[src/rtl/park_pkg.sv]
package park_pkg;

    typedef enum logic [2:0] {
        ST_IDLE      = 3'd0,
        ST_PARK_AD   = 3'd1,
        ST_PARK_FULL = 3'd2,
        ST_ADDR      = 3'd3,
        ST_RELEASE   = 3'd4
    } park_state_e;

    typedef struct packed {
        park_state_e st;
        logic        ad_oe;
        logic        par_oe;
        logic        frame_oe;
    } fsm_regs_t;

endpackage

[src/rtl/park_fsm.sv]
module park_fsm
    import park_pkg::*;
(
    input  logic        clk,
    input  logic        rst_n,
    input  logic        gnt,
    input  logic        bus_idle,
    input  logic        want,
    input  logic        req_on,
    input  logic        frame_in_n,
    input  logic        irdy_in_n,
    output park_state_e state_q_o,
    output logic        start_o,
    output logic        ad_oe_o,
    output logic        par_oe_o,
    output logic        frame_oe_o
);

    fsm_regs_t r_q, r_d;

    always_comb begin
        r_d    = r_q;
        r_d.st = r_q.st;
        unique case (r_q.st)
            ST_IDLE: begin
                if (gnt && bus_idle) begin
                    if (req_on)     r_d.st = ST_ADDR;
                    else if (!want) r_d.st = ST_PARK_AD;
                end
            end
            ST_PARK_AD, ST_PARK_FULL: begin
                if (!gnt || !bus_idle) r_d.st = ST_RELEASE;
                else if (want)         r_d.st = ST_ADDR;
                else                   r_d.st = ST_PARK_FULL;
            end
            ST_ADDR:    r_d.st = ST_RELEASE;
            ST_RELEASE: r_d.st = ST_IDLE;
            default:    r_d.st = ST_IDLE;
        endcase
        r_d.ad_oe    = (r_d.st == ST_PARK_AD) || (r_d.st == ST_PARK_FULL) ||
                       (r_d.st == ST_ADDR);
        r_d.par_oe   = (r_d.st == ST_PARK_FULL);
        r_d.frame_oe = (r_d.st == ST_ADDR);
    end

    always_ff @(posedge clk or negedge rst_n) begin
        if (!rst_n) begin
            r_q <= '{st: ST_IDLE, ad_oe: 1'b0, par_oe: 1'b0, frame_oe: 1'b0};
        end else begin
            r_q <= r_d;
        end
    end

    assign state_q_o  = r_q.st;
    assign start_o    = (r_d.st == ST_ADDR);
    assign ad_oe_o    = r_q.ad_oe;
    assign par_oe_o   = r_q.par_oe;
    assign frame_oe_o = r_q.frame_oe;

    // grant seen high, every enable drops after that edge
    a_r3_release_on_gnt_loss: assert property (@(posedge clk) disable iff (!rst_n)
        !gnt |=> (!r_q.ad_oe && !r_q.par_oe && !r_q.frame_oe));

    // PAR enable only rises after AD enable was already on
    a_r2_par_after_ad: assert property (@(posedge clk) disable iff (!rst_n)
        $rose(r_q.par_oe) |-> $past(r_q.ad_oe));

    // FRAME# enable never lasts two clocks, then a turnaround clock
    a_r7_frame_single: assert property (@(posedge clk) disable iff (!rst_n)
        r_q.frame_oe |=> (!r_q.frame_oe && !r_q.ad_oe && !r_q.par_oe));

    // busy bus while parked drops drive
    a_r8_busy_release: assert property (@(posedge clk) disable iff (!rst_n)
        (r_q.ad_oe && !r_q.frame_oe && (!frame_in_n || !irdy_in_n)) |=> !r_q.ad_oe);

endmodule

[src/rtl/park_req.sv]
module park_req (
    input  logic clk,
    input  logic rst_n,
    input  logic want,
    input  logic start,
    input  logic in_addr,
    input  logic frame_oe,
    output logic req_on_o
);

    logic req_q, req_d;

    always_comb begin
        req_d = want && !start && !in_addr;
    end

    always_ff @(posedge clk or negedge rst_n) begin
        if (!rst_n) req_q <= 1'b0;
        else        req_q <= req_d;
    end

    assign req_on_o = req_q;

    // request released in the clock FRAME# is driven
    a_r5_req_off_with_frame: assert property (@(posedge clk) disable iff (!rst_n)
        frame_oe |-> !req_q);

endmodule

[src/rtl/park_parity.sv]
module park_parity #(
    parameter int unsigned W = 36
) (
    input  logic         clk,
    input  logic         rst_n,
    input  logic [W-1:0] bits_q,
    output logic         par_o
);

    logic par_q, par_d;

    always_comb begin
        par_d = ^bits_q;
    end

    always_ff @(posedge clk or negedge rst_n) begin
        if (!rst_n) par_q <= 1'b0;
        else        par_q <= par_d;
    end

    assign par_o = par_q;

    // parity tracks the previous clock's AD/C-BE bits
    a_r2_parity_prev: assert property (@(posedge clk) disable iff (!rst_n)
        1'b1 |=> (par_q == ^$past(bits_q)));

endmodule

[src/rtl/pci_park_master.sv]
module pci_park_master
    import park_pkg::*;
#(
    parameter int unsigned AD_W  = 32,
    parameter int unsigned CBE_W = 4
) (
    input  logic             clk,
    input  logic             rst_n,
    input  logic             gnt_n,
    input  logic             frame_in_n,
    input  logic             irdy_in_n,
    input  logic             xfer_req,
    input  logic [AD_W-1:0]  xfer_addr,
    input  logic [CBE_W-1:0] xfer_cmd,
    output logic             req_n,
    output logic             frame_out_n,
    output logic             frame_oe,
    output logic [AD_W-1:0]  ad_out,
    output logic             ad_oe,
    output logic [CBE_W-1:0] cbe_out,
    output logic             cbe_oe,
    output logic             par_out,
    output logic             par_oe
);

    localparam int unsigned PW = AD_W + CBE_W;

    typedef struct packed {
        logic [AD_W-1:0]  ad;
        logic [CBE_W-1:0] cbe;
    } bus_vals_t;

    logic        gnt, bus_idle, req_on, start;
    park_state_e st_q;
    logic        ad_oe_w, par_oe_w, frame_oe_w;
    bus_vals_t   v_q, v_d;

    assign gnt      = !gnt_n;
    assign bus_idle = frame_in_n && irdy_in_n;

    park_fsm u_fsm (
        .clk        (clk),
        .rst_n      (rst_n),
        .gnt        (gnt),
        .bus_idle   (bus_idle),
        .want       (xfer_req),
        .req_on     (req_on),
        .frame_in_n (frame_in_n),
        .irdy_in_n  (irdy_in_n),
        .state_q_o  (st_q),
        .start_o    (start),
        .ad_oe_o    (ad_oe_w),
        .par_oe_o   (par_oe_w),
        .frame_oe_o (frame_oe_w)
    );

    park_req u_req (
        .clk      (clk),
        .rst_n    (rst_n),
        .want     (xfer_req),
        .start    (start),
        .in_addr  (st_q == ST_ADDR),
        .frame_oe (frame_oe_w),
        .req_on_o (req_on)
    );

    always_comb begin
        v_d = '0;
        if (start) begin
            v_d.ad  = xfer_addr;
            v_d.cbe = xfer_cmd;
        end
    end

    always_ff @(posedge clk or negedge rst_n) begin
        if (!rst_n) v_q <= '0;
        else        v_q <= v_d;
    end

    park_parity #(.W(PW)) u_par (
        .clk    (clk),
        .rst_n  (rst_n),
        .bits_q ({v_q.ad, v_q.cbe}),
        .par_o  (par_out)
    );

    assign req_n       = !req_on;
    assign frame_oe    = frame_oe_w;
    assign frame_out_n = !frame_oe_w;
    assign ad_out      = v_q.ad;
    assign cbe_out     = v_q.cbe;
    assign ad_oe       = ad_oe_w;
    assign cbe_oe      = ad_oe_w;
    assign par_oe      = par_oe_w;

    // drive without FRAME# only after a sampled grant
    a_r1_park_needs_grant: assert property (@(posedge clk) disable iff (!rst_n)
        (ad_oe && !frame_oe) |-> $past(gnt));

    // parked values are zero
    a_r1_park_zero: assert property (@(posedge clk) disable iff (!rst_n)
        (ad_oe && !frame_oe) |-> (ad_out == '0 && cbe_out == '0));

endmodule

[config.mk]
export PLATFORM = sky130hd
export DESIGN_NAME = pci_park_master
export DESIGN_NICKNAME = d
export VERILOG_FILES = /design/src/rtl/park_pkg.sv /design/src/rtl/park_fsm.sv /design/src/rtl/park_req.sv /design/src/rtl/park_parity.sv /design/src/rtl/pci_park_master.sv
export SDC_FILE = /design/constraint.sdc
export NUM_CORES = 1
export LEC_CHECK = 0
export BUFFER_PORTS_ARGS = -buffer_cell sky130_fd_sc_hd__buf_2
export CORE_MARGIN = 1
export CORE_UTILIZATION = 30
export CTS_BUF_LIST = sky130_fd_sc_hd__clkbuf_4 sky130_fd_sc_hd__clkbuf_8
export DETAILED_ROUTE_END_ITERATION = 8
export GPL_TIMING_DRIVEN = 0
export SLEW_MARGIN = 20
export SYNTH_ARGS = -nofsm -noshare
export SYNTH_HDL_FRONTEND = slang
export SYNTH_HIERARCHICAL = 1
export SYNTH_SLANG_ARGS = --single-unit
[constraint.sdc]
create_clock -name clk -period 5.5 [get_ports clk]
set_input_delay 1.375 -clock clk [delete_from_list [all_inputs] [get_ports clk]]
set_output_delay 1.375 -clock clk [all_outputs]
set_load 0.02 [all_outputs]
==> results.sh <==
export IMPL_overflow=0
export IMPL_synth_warnings=6
export IMPL_yosys_register_bits=44
export IMPL_cp_required_ns=5.73
export IMPL_fin_cells=310
export IMPL_n_antenna_cell=0
export IMPL_setup_ws_ns=2.92
export IMPL_via_count=1263
export IMPL_met2_length_mm=1.63
export IMPL_crit_slowest_cell="nor3_2"
export IMPL_fin_hold_ws_ns=0.452
export IMPL_area_growth_synth_to_final_pct=33.9
export IMPL_m1WireLength_mm=1.46
export IMPL_syn_instance_count=143
export IMPL_drive_gt1_share_pct=57.9
export IMPL_grt_pass1_wl_mm=5.42
export IMPL_num_io_pins=85
export IMPL_die_area_um2=6520
export IMPL_r2r_start="u_fsm/state_q_o[1]"
export IMPL_routabilityCongestion=0.742
export IMPL_avgRoutedWirePerCell_um=11.0
export IMPL_startpoint_type="primary input"
export IMPL_slew_headroom_pct=38.1
export IMPL_cp_cell_sequence="buf_2 -> and2_1 -> nand3b_1 -> nor3_2 -> clkbuf_2 -> and2_2"
export IMPL_core_um2=5960
export IMPL_place_hpwl_mm=2.63
export IMPL_setup_tns_ns=0
export IMPL_slew_violations=0
export IMPL_dp_slack_ns=2.54
export IMPL_p_total_mw=0.673
export IMPL_initial_utilization_pct=31.2
export IMPL_num_rows=28
export IMPL_setup_violations_final=0
export IMPL_worst_pin_slew_ns=0.928
export IMPL_maxCapViolCount=0
export IMPL_crit_family="simple AND/OR/NAND/NOR gates"
export IMPL_antenna_found_initial=0
export IMPL_worst_path_max_fanout=11
export IMPL_fmax_mhz=388
export IMPL_tritoncts="done"
export IMPL_power_density_nw_per_um2=270
export IMPL_dieHeight_um=80.7
export IMPL_arrival_ns=2.81
export IMPL_finalHoldViolCount=0
export IMPL_cts_hold_buf=0
export IMPL_port_buffers=84
export IMPL_yosysUniqueCellTypes=23
export IMPL_wirelength_mm=3.42
export IMPL_placedCellCount=302
export IMPL_clk_path_buf_depth=2
export IMPL_synth_nets=185
export IMPL_cts_clk_slew_worst_paths_ns=0.08
export IMPL_max_stage_delay_ns=0.60
export IMPL_status="completed"
export IMPL_p_leak_nw=1.37
export IMPL_fin_worst_skew_ns=0.00511
export IMPL_yosysSeqAreaShare_pct=59.2
export IMPL_hold_path_class="flip-flop to flip-flop"
export IMPL_first_pass_iters=2
export IMPL_avgViaCountPerCell=4.07
export IMPL_min_period_ns=2.58
export IMPL_cp_buffers_inverters=2
export IMPL_holdCritStartpoint="u_fsm/state_q_o[2]"
export IMPL_drtIter0Drc=16
export IMPL_grt_max_degree=45
export IMPL_htree_levels=2
export IMPL_clk_insertion_delay_late_ns=0.29
export IMPL_cts_setup_buffers=0
export IMPL_postSynthAreaPerCell_um2=13.0
export IMPL_post_route_period_util_pct=46.9
export IMPL_grtUsageTotal_pct=11.3
export IMPL_cts_buffers=5
export IMPL_grt_setup_unrepaired="no"
export IMPL_end_kind="flip-flop"
export IMPL_clock_sinks=44
export IMPL_cp_startpoint="frame_in_n"
export IMPL_grt_pass1_vias=1296
export IMPL_crit_type="primary input to flip-flop"
export IMPL_drc=0
export IMPL_routed_top_layer="met4"
export IMPL_die_x_um=80.7
export IMPL_max_vdd_ir_drop_v=0.000152
export IMPL_nNetsFinal=276
export IMPL_ant_nets=0
export IMPL_route_met3_wl_um=319
export IMPL_ctsResizeCount=0
export IMPL_root_buffer="clkbuf_8"
export IMPL_netlist_area_um2=1860
-- logic make-up after synthesis --
group,Yosys count,synth area share (%)
AO/OA/AOI/OAI,4,1.48
XOR/XNOR,35,17.2
buffers and inverters,8,2.02
flip-flops,44,59.2
AND/OR/NAND/NOR,52,20.1
-- worst reg2reg max path, cell delays in order (launching register included) --
cell and delay (ns):
dfrtp_1 0.46, nor2b_1 0.19, o21ba_1 0.19, nor3_2 0.49, clkbuf_2 0.30, and2_2 0.16
-- synthesized netlist by cell type --
library cell	count	area share, %
a21boi_0	1	0.40
a21oi_1	1	0.27
and2_1	1	0.34
and2_2	36	15
and2_4	1	0.47
and3b_1	1	0.47
buf_4	1	0.40
clkbuf_2	3	0.81
dfrtp_1	44	59
inv_1	4	0.81
nand2_1	2	0.40
nand2b_1	1	0.34
nand3b_1	1	0.40
nor2_1	3	0.61
nor2b_1	1	0.34
nor3_1	3	0.81
nor3b_2	1	0.67
nor4_2	1	0.67
o21ai_0	1	0.27
o21ba_1	1	0.54
xnor2_1	30	14
xnor3_1	1	1.2
xor2_1	4	1.9
-- layout by cell type, fill, tap and decap left out, drive strengths merged, types with 2 or more instances in the layout --
cell,n
nor3,3
buf,85
nand2,2
clkbuf,9
inv,4
xnor2,30
dfrtp,44
xor2,4
nor2,3
and2,38
-- per-stage QoR --
stage          area [um^2]  utilization (%)
2_1_floorplan         1860                -
3_3_place_gp          2370             39.9
3_5_place_dp          2380             39.9
4_1_cts               2490             41.8
5_1_grt               2490             41.8
6_report              2490             41.8
-- routing by layer --
metal | global-route usage (%) | vias up
met5 | 0 | -
met4 | 2.68 | 0
met3 | 5.57 | 2
met2 | 19.6 | 59
met1 | 12.5 | 583
li1 | - | 619
-- registers in the layout, indices dropped and copies added (netlist names) --
signal	cells
u_par/par_o	1
u_fsm/par_oe_o	1
ad_out	32
u_req/req_on_o	1
u_fsm/state_q_o	3
cbe_out	4
u_fsm/frame_oe_o	1
u_fsm/ad_oe_o	1
-- worst paths after layout --
| path | to | slack [ns] | cells past startpoint |
|---|---|---|---|
| max in group asynchronous | ad_out[19] | 3.71 | 1 |
| min reg2reg | u_fsm/state_q_o[2] | 0.45 | 1 |
| max | ad_out[23] | 2.92 | 6 |
| min | u_fsm/state_q_o[2] | 0.45 | 1 |
| max reg2reg | ad_out[23] | 3.65 | 5 |
| min in group asynchronous | ad_out[2] | 1.22 | 1 |
-- final cells by class --
cell class              instances  area (um^2)
plain buffers                   4         22.5
flip-flops and latches         44         1100
clock buffers                   6         76.3
clock inverters                 2         35.0
well taps                      75         93.8
inverters                       4         15.0
fillers                       621         3470
repair buffers                 84          420
multi-input cells              91          726
-- power by group --
group | internal, mW | switching, mW
clock | 0.140 | 0.104
sequential | 0.334 | 0.00678
combinational | 0.0444 | 0.0440
total | 0.518 | 0.155
Power figures use the tool's default switching activity.
